File: config.mk
export PLATFORM = sky130hd
export DESIGN_NAME = fpq_drain_seq
export DESIGN_NICKNAME = d
export VERILOG_FILES = /design/src/rtl/fpq_pkg.sv /design/src/rtl/fpq_seq_ctrl.sv /design/src/rtl/fpq_pc_step.sv /design/src/rtl/fpq_fsr_clean.sv /design/src/rtl/fpq_drain_seq.sv
export SDC_FILE = /design/constraint.sdc
export NUM_CORES = 1
export LEC_CHECK = 0
export BUFFER_PORTS_ARGS = -buffer_cell sky130_fd_sc_hd__buf_2
export CAP_MARGIN = 5
export CORE_AREA = 2 2 158 160
export DETAILED_ROUTE_END_ITERATION = 10
export DIE_AREA = 0 0 160 162
export PLACE_DENSITY = 0.57
export SYNTH_ARGS = -nofsm -noshare
export SYNTH_HDL_FRONTEND = slang
export SYNTH_HIERARCHICAL = 1
export SYNTH_SLANG_ARGS = --single-unit
File: constraint.sdc
create_clock -name clk -period 2 [get_ports clk]
set_clock_uncertainty 0.1 [all_clocks]
set_input_delay 0.2 -clock clk [delete_from_list [all_inputs] [get_ports clk]]
set_output_delay 0.2 -clock clk [all_outputs]
set_load 0.02 [all_outputs]
File: src/rtl/fpq_pkg.sv
package fpq_pkg;
  typedef enum logic [2:0] {
    ST_IDLE,
    ST_FETCH,
    ST_FWAIT,
    ST_ISSUE,
    ST_WAIT,
    ST_FINISH
  } seq_state_t;
endpackage

File: src/rtl/fpq_seq_ctrl.sv
module fpq_seq_ctrl
  import fpq_pkg::*;
#(
  parameter int QDEPTH = 16,
  parameter int XLEN   = 32,
  parameter int CNT_W  = 5,
  parameter int IDX_W  = 4
) (
  input  logic             clk,
  input  logic             rst,
  input  logic             start,
  input  logic [CNT_W-1:0] q_depth,
  output logic [IDX_W-1:0] q_rd_idx,
  input  logic [XLEN-1:0]  q_rd_instr,
  input  logic [XLEN-1:0]  q_rd_addr,
  input  logic [XLEN-1:0]  pc_snap,
  output logic             fetch_valid,
  input  logic             fetch_ready,
  output logic [XLEN-1:0]  fetch_addr,
  input  logic             fetch_rsp_valid,
  input  logic [XLEN-1:0]  fetch_rsp_data,
  input  logic             fetch_rsp_err,
  output logic             ex_valid,
  input  logic             ex_ready,
  output logic [XLEN-1:0]  ex_instr,
  output logic [XLEN-1:0]  ex_addr,
  input  logic             ex_done,
  input  logic             ex_ok,
  output logic             accept,
  output logic             finish,
  output logic             precise,
  output logic             run_ok,
  output logic             all_ok
);

  seq_state_t       state_q;
  logic [IDX_W-1:0] idx_q;
  logic [CNT_W-1:0] depth_q;
  logic             precise_q;
  logic             ok_q;
  logic             any_fail_q;
  logic [XLEN-1:0]  instr_q;
  logic [CNT_W-1:0] eff_depth;
  logic             last_entry;

  // depth saturates at the queue capacity
  assign eff_depth  = (q_depth > CNT_W'(QDEPTH)) ? CNT_W'(QDEPTH) : q_depth;
  assign last_entry = (CNT_W'(idx_q) + CNT_W'(1)) == depth_q;
  assign accept     = start && (state_q == ST_IDLE);

  always_ff @(posedge clk) begin
    if (rst) begin
      state_q    <= ST_IDLE;
      idx_q      <= '0;
      depth_q    <= '0;
      precise_q  <= 1'b0;
      ok_q       <= 1'b0;
      any_fail_q <= 1'b0;
      instr_q    <= '0;
    end else begin
      unique case (state_q)
        ST_IDLE: begin
          if (start) begin
            depth_q    <= eff_depth;
            idx_q      <= '0;
            ok_q       <= 1'b0;
            any_fail_q <= 1'b0;
            precise_q  <= (eff_depth == '0);
            state_q    <= (eff_depth == '0) ? ST_FETCH : ST_ISSUE;
          end
        end
        ST_FETCH: begin
          if (fetch_ready) state_q <= ST_FWAIT;
        end
        ST_FWAIT: begin
          if (fetch_rsp_valid) begin
            if (fetch_rsp_err) begin
              ok_q       <= 1'b0;
              any_fail_q <= 1'b1;
              state_q    <= ST_FINISH;
            end else begin
              instr_q <= fetch_rsp_data;
              state_q <= ST_ISSUE;
            end
          end
        end
        ST_ISSUE: begin
          if (ex_ready) state_q <= ST_WAIT;
        end
        ST_WAIT: begin
          if (ex_done) begin
            ok_q <= ex_ok;
            if (!ex_ok) any_fail_q <= 1'b1;
            if (precise_q || !ex_ok || last_entry) begin
              state_q <= ST_FINISH;
            end else begin
              idx_q   <= idx_q + IDX_W'(1);
              state_q <= ST_ISSUE;
            end
          end
        end
        ST_FINISH: state_q <= ST_IDLE;
        default:   state_q <= ST_IDLE;
      endcase
    end
  end

  assign q_rd_idx    = idx_q;
  assign fetch_valid = (state_q == ST_FETCH);
  assign fetch_addr  = pc_snap;
  assign ex_valid    = (state_q == ST_ISSUE);
  assign ex_instr    = precise_q ? instr_q : q_rd_instr;
  assign ex_addr     = precise_q ? pc_snap : q_rd_addr;
  assign finish      = (state_q == ST_FINISH);
  assign precise     = precise_q;
  assign run_ok      = ok_q;
  assign all_ok      = !any_fail_q;

  // a stalled request keeps its payload
  p_ex_hold_r9: assert property (@(posedge clk) disable iff (rst)
    (ex_valid && !ex_ready) |=> (ex_valid && $stable(ex_instr) && $stable(ex_addr)));

  // a failed response ends the run at once
  p_stop_on_fail_r5: assert property (@(posedge clk) disable iff (rst)
    (state_q == ST_WAIT && ex_done && !ex_ok) |=> (state_q == ST_FINISH));

  // queued issue never passes the sampled depth
  p_idx_in_range_r4: assert property (@(posedge clk) disable iff (rst)
    (ex_valid && !precise_q) |-> (CNT_W'(idx_q) < depth_q));

  // finish lasts exactly one cycle
  p_finish_pulse_r11: assert property (@(posedge clk) disable iff (rst)
    finish |=> !finish);

  // a precise run never touches the queue index
  p_precise_idx_r2: assert property (@(posedge clk) disable iff (rst)
    (ex_valid && precise_q) |-> (idx_q == '0));

endmodule

File: src/rtl/fpq_pc_step.sv
module fpq_pc_step #(
  parameter int XLEN = 32,
  parameter int STEP = 4
) (
  input  logic            clk,
  input  logic            rst,
  input  logic            capture,
  input  logic [XLEN-1:0] pc_in,
  input  logic [XLEN-1:0] npc_in,
  output logic [XLEN-1:0] pc_snap,
  output logic [XLEN-1:0] pc_new,
  output logic [XLEN-1:0] npc_new
);

  logic [XLEN-1:0] npc_q;

  always_ff @(posedge clk) begin
    if (rst) begin
      pc_snap <= '0;
      npc_q   <= '0;
    end else if (capture) begin
      pc_snap <= pc_in;
      npc_q   <= npc_in;
    end
  end

  assign pc_new  = npc_q;
  assign npc_new = npc_q + XLEN'(STEP);

endmodule

File: src/rtl/fpq_fsr_clean.sv
module fpq_fsr_clean #(
  parameter int FSR_W    = 32,
  parameter int CEXC_LSB = 0,
  parameter int CEXC_W   = 5,
  parameter int CLR_LSB  = 12,
  parameter int CLR_W    = 2
) (
  input  logic             clk,
  input  logic             rst,
  input  logic             capture,
  input  logic [FSR_W-1:0] fsr_in,
  input  logic             all_ok,
  output logic [FSR_W-1:0] fsr_new
);

  logic [FSR_W-1:0] clr_mask;
  logic [FSR_W-1:0] cexc_mask;
  logic [FSR_W-1:0] fsr_q;

  for (genvar b = 0; b < FSR_W; b++) begin : g_mask
    assign clr_mask[b]  = (b >= CLR_LSB) && (b < CLR_LSB + CLR_W);
    assign cexc_mask[b] = (b >= CEXC_LSB) && (b < CEXC_LSB + CEXC_W);
  end

  always_ff @(posedge clk) begin
    if (rst)          fsr_q <= '0;
    else if (capture) fsr_q <= fsr_in;
  end

  always_comb begin
    fsr_new = fsr_q & ~clr_mask;
    if (all_ok) fsr_new = fsr_new & ~cexc_mask;
  end

endmodule

File: src/rtl/fpq_drain_seq.sv
module fpq_drain_seq #(
  parameter int QDEPTH = 16,
  parameter int XLEN   = 32,
  parameter int FSR_W  = 32,
  localparam int CNT_W = $clog2(QDEPTH + 1),
  localparam int IDX_W = (QDEPTH > 1) ? $clog2(QDEPTH) : 1
) (
  input  logic             clk,
  input  logic             rst,
  input  logic             start,
  input  logic [CNT_W-1:0] q_depth,
  output logic [IDX_W-1:0] q_rd_idx,
  input  logic [XLEN-1:0]  q_rd_instr,
  input  logic [XLEN-1:0]  q_rd_addr,
  output logic             q_depth_clr,
  input  logic [XLEN-1:0]  pc_in,
  input  logic [XLEN-1:0]  npc_in,
  input  logic [FSR_W-1:0] fsr_in,
  output logic             fetch_valid,
  input  logic             fetch_ready,
  output logic [XLEN-1:0]  fetch_addr,
  input  logic             fetch_rsp_valid,
  input  logic [XLEN-1:0]  fetch_rsp_data,
  input  logic             fetch_rsp_err,
  output logic             ex_valid,
  input  logic             ex_ready,
  output logic [XLEN-1:0]  ex_instr,
  output logic [XLEN-1:0]  ex_addr,
  input  logic             ex_done,
  input  logic             ex_ok,
  output logic             pc_upd,
  output logic [XLEN-1:0]  pc_new,
  output logic [XLEN-1:0]  npc_new,
  output logic             fsr_wr,
  output logic [FSR_W-1:0] fsr_new,
  output logic             done,
  output logic             ok
);

  logic            accept;
  logic            finish;
  logic            precise;
  logic            run_ok;
  logic            all_ok;
  logic [XLEN-1:0] pc_snap;

  fpq_seq_ctrl #(
    .QDEPTH(QDEPTH), .XLEN(XLEN), .CNT_W(CNT_W), .IDX_W(IDX_W)
  ) u_ctrl (
    .clk(clk), .rst(rst), .start(start), .q_depth(q_depth),
    .q_rd_idx(q_rd_idx), .q_rd_instr(q_rd_instr), .q_rd_addr(q_rd_addr),
    .pc_snap(pc_snap),
    .fetch_valid(fetch_valid), .fetch_ready(fetch_ready), .fetch_addr(fetch_addr),
    .fetch_rsp_valid(fetch_rsp_valid), .fetch_rsp_data(fetch_rsp_data),
    .fetch_rsp_err(fetch_rsp_err),
    .ex_valid(ex_valid), .ex_ready(ex_ready), .ex_instr(ex_instr), .ex_addr(ex_addr),
    .ex_done(ex_done), .ex_ok(ex_ok),
    .accept(accept), .finish(finish), .precise(precise),
    .run_ok(run_ok), .all_ok(all_ok)
  );

  fpq_pc_step #(.XLEN(XLEN), .STEP(4)) u_pc (
    .clk(clk), .rst(rst), .capture(accept),
    .pc_in(pc_in), .npc_in(npc_in),
    .pc_snap(pc_snap), .pc_new(pc_new), .npc_new(npc_new)
  );

  fpq_fsr_clean #(
    .FSR_W(FSR_W), .CEXC_LSB(0), .CEXC_W(5), .CLR_LSB(12), .CLR_W(2)
  ) u_fsr (
    .clk(clk), .rst(rst), .capture(accept), .fsr_in(fsr_in),
    .all_ok(all_ok), .fsr_new(fsr_new)
  );

  assign done        = finish;
  assign ok          = run_ok;
  assign pc_upd      = finish && precise && run_ok;
  assign fsr_wr      = finish && !precise;
  assign q_depth_clr = finish && !precise;

  // the queue clear only accompanies the end of a queued run
  p_clr_at_end_r7: assert property (@(posedge clk) disable iff (rst)
    q_depth_clr |-> (done && !pc_upd));

  // the PC is only advanced alongside a successful outcome
  p_pc_needs_ok_r3: assert property (@(posedge clk) disable iff (rst)
    pc_upd |-> (done && ok && !fsr_wr));

endmodule

==> impl_metrics.yaml <==
status:
  outcome: "finished with violations"
  violations: "negative setup slack"
setup_path:
  cp_cell_sequence: "ha_4, nand2_4, nor4_4, buf_6, nor3b_4, xnor2_1, buf_4"
  cp_max_fo: 8
  reg2reg_to: "u_ctrl/q_rd_idx[0]"
  crit_buf_inv: 2
  worstSetupPathType: "flip-flop to output pin"
  cp-start-kind: "flip-flop"
  worst-path-stages: 7
  rr_worst_depth: 6
  r2r_start: "u_ctrl/q_rd_idx[0]"
  max_stage_delay_ns: 0.37
  path_delay_family: "simple AND/OR/NAND/NOR gates"
  reg2reg_slack_ns: 0.09
  critical_path_arrival_ns: 1.98
  critPathCapture: "npc_new[30]"
  worstPathRequired_ns: 1.70
  critical-path-slowest-cell: "dfxtp_4"
  crit_start: "u_pc/pc_new[3]"
  crit_path_end_kind: "output pin"
sta:
  rsz0062_at_grt: "true"
  fin_ws_ns: -0.277
  slew_headroom: 0.650
  whs_ns: 0.0424
  hold_viol: 0
  tns_ns: -3.80
  setup-violations-final: 22
  fin_crit_sh: 1.14
  worst_pin_slew_ns: 0.524
  slew_viol_final: 0
  fmax_mhz: 439
  fin_crit_ns: 2.28
cells_and_area:
  area_delta_synth_final_pct: 62.6
  drive_above_1_share: 0.482
  nets: 1506
  final_area_mm2: 0.0118
  layoutNonFillerInstCount: 1637
  nFillCells: 2275
  register_area_mm2: 0.00286
  multi_input_area_mm2: 0.00399
power:
  power.leakage_nw: 5.60
  ir_worst_vdd_v: 0.000456
  powerDensity_mw_per_mm2: 966
worst_hold_path:
  min_from: "rst"
  hold_path_class: "input port to flip-flop"
  holdPathStages: 4
drt:
  detail-route-antenna-nets: 0
  drt_wl_total_um: 24000
  vias: 7308
  viasPerCell: 4.46
  drc_errors: 0
  drt-pass1-iter-count: 4
  first_iter_violations: 295
  avgRoutedWirePerCell_um: 14.6
logic_synthesis:
  synth_edf_count: 0
  postSynthCellCount: 793
  ys_seq_area_frac: 0.387
  ys_seq_elements: 141
  synthesis.area_mm2: 0.00728
  synthDistinctLibCells: 53
  yosysTopAreaCellShare: 0.387
  async_flop_share: 0
  ys_warn_count: 6
  syn_avg_cell_area_um2: 9.19
  synth_top_cells_by_area: "dfxtp_1 (39%), mux2i_1 (13%), mux2_2 (9.9%)"
  synth_top_area_cell: "dfxtp_1"
  synth-main-ff-cell: "dfxtp_1"
clocking:
  clk_pin_slew_worst_paths_ns: 0.07
  clk_latency_ns: 0.41
  cts_buffers: 17
  clock-sinks: 141
  cts_tree: "yes"
  htreeDepth: 4
  clockBufferDepth: 2
  cts-root-buf: "clkbuf_16"
floorplan:
  die_w_um: 160
  rows: 57
  dieArea_mm2: 0.0259
  io_pins: 409
  core_area_mm2: 0.0241
  start_util: 0.302
  die_h_um: 162
global_routing:
  grt_pass1_vias: 7297
  grt.total_usage: 0.174
  gr-total-overflow: 0
  antenna_found_initial: 2
  grt_pass1_wl_um: 36600
  grt_max_degree: 114
placed_design:
  port_buffers: 404
  dpl.cell_count: 1462
  place_ws_ns: 0.0511
  post_dp_cell_area_mm2: 0.00952
  dp_hpwl_um: 16500
  gp_congestion: 0.834
run:
  drv_cap: 0
==> where the power goes <==
part,switching [mW],internal (mW)
Clock,1.32,2.12
Sequential,0.349,3.28
Combinational,2.38,1.98
==> cells in the final DEF, fill, tap and decap left out, types with 3 or more instances in the layout <==
master / n
buf_2: 380
dlygate4sd3_1: 128
dfxtp_1: 123
nor2_1: 110
mux2i_1: 97
nand2_1: 74
buf_4: 69
mux2_2: 64
a21oi_1: 46
clkbuf_16: 17
xnor2_1: 14
dfxtp_2: 14
nand3_1: 12
xnor2_2: 12
buf_6: 9
nand2b_1: 8
nor3b_1: 8
nand4_1: 8
inv_1: 7
nor2b_1: 7
buf_12: 6
xor2_1: 6
bufinv_16: 4
inv_6: 4
nor3_1: 4
and3_1: 4
o21ai_0: 4
dfxtp_4: 4
nand3_2: 4
nand2_2: 3
nor4_4: 3
nand3_4: 3
nor2_4: 3
==> cells by family (layout without fill, tap and decap cells) <==
kind of cell	Yosys count	after routing	synth area share
AO/OA/AOI/OAI	62	62	0.0479
multiplexers	162	162	0.234
XOR/XNOR	34	34	0.0409
adder cells (fa/ha/maj)	2	2	0.00343
flip-flops	141	141	0.387
AND/OR/NAND/NOR	276	276	0.184
other	1	4	0.000515
buffers and inverters	115	632	0.101
==> worst min-delay path: cells and delay by family <==
| family | cells | cell delay, ns |
|---|---|---|
| AOI/OAI and AO/OA | 2 | 0.13 |
| and+or+nand+nor | 1 | 0.05 |
| buffers and inverters | 1 | 0.13 |
==> per-layer routing <==
metal | up-vias | routed length (um) | GRT usage
met5 | - | 0 | 0
met4 | 0 | 370 | 0.0545
met3 | 30 | 1400 | 0.0452
met2 | 247 | 12300 | 0.315
met1 | 3396 | 9900 | 0.201
li1 | 3635 | - | -
==> synthesized netlist by cell type (all sizes together), types with 2 or more instances <==
master and number:
ha 2, mux2 65, a211o 2, inv 8, dfxtp 141, and2 2
nor3b 10, nand2b 8, and4 3, buf 81, nor2b 7, xor2 8
nand3 19, a31oi 2, nand4 10, nand3b 2, nor3 5, o21ai 5
or2 3, clkbuf 26, mux2i 97, xnor2 26, and3 6, nand2 79
nor4 3, a21oi 46, nor2 113
==> sequential cells by signal, summed over array words and instances, names as in the netlist <==
register / cells
u_ctrl/run_ok: 1
u_pc/pc_snap: 32
u_ctrl/precise: 1
u_fsr/fsr_q: 30
u_ctrl/depth_q: 5
u_ctrl/state_q: 3
u_ctrl/any_fail_q: 1
u_ctrl/instr_q: 32
u_pc/pc_new: 32
u_ctrl/q_rd_idx: 4
==> worst min-delay path by stage <==
stage	to	slack, ns
final	u_ctrl/q_rd_idx[2]	0.04
after global routing	u_ctrl/state_q[1]	0.05
after CTS	u_ctrl/q_rd_idx[2]	0.02
after detailed placement	u_pc/pc_snap[4]	0.34
after global placement	u_pc/pc_snap[17]	0.33
after floorplan	u_ctrl/instr_q[0]	0.24
==> what timing repair did <==
action	4_1_cts	5_1_grt
pin swaps	7	23
endpoints found under the hold margin	128	0
setup endpoints to repair	78	28
hold buffers	128	0
buffers inserted	6	7
cloned	1	0
gates resized for setup	50	38
==> cell type report <==
class | instances | area share
antenna | 2 | 0.000423
clock buffer | 18 | 0.0362
clock inverter | 14 | 0.0174
inverter | 8 | 0.00275
multi-input combinational | 538 | 0.337
sequential | 141 | 0.241
tap | 324 | 0.0342
timing repair buffer | 592 | 0.331
==> per-stage QoR <==
step,utilization,total power [mW]
floorplan,-,6.70
detailed placement,0.395,7.72
global route,0.491,12.1
global placement,0.395,7.69
finish,0.491,11.4
CTS,0.483,11.5
Power figures use the tool's default switching activity.
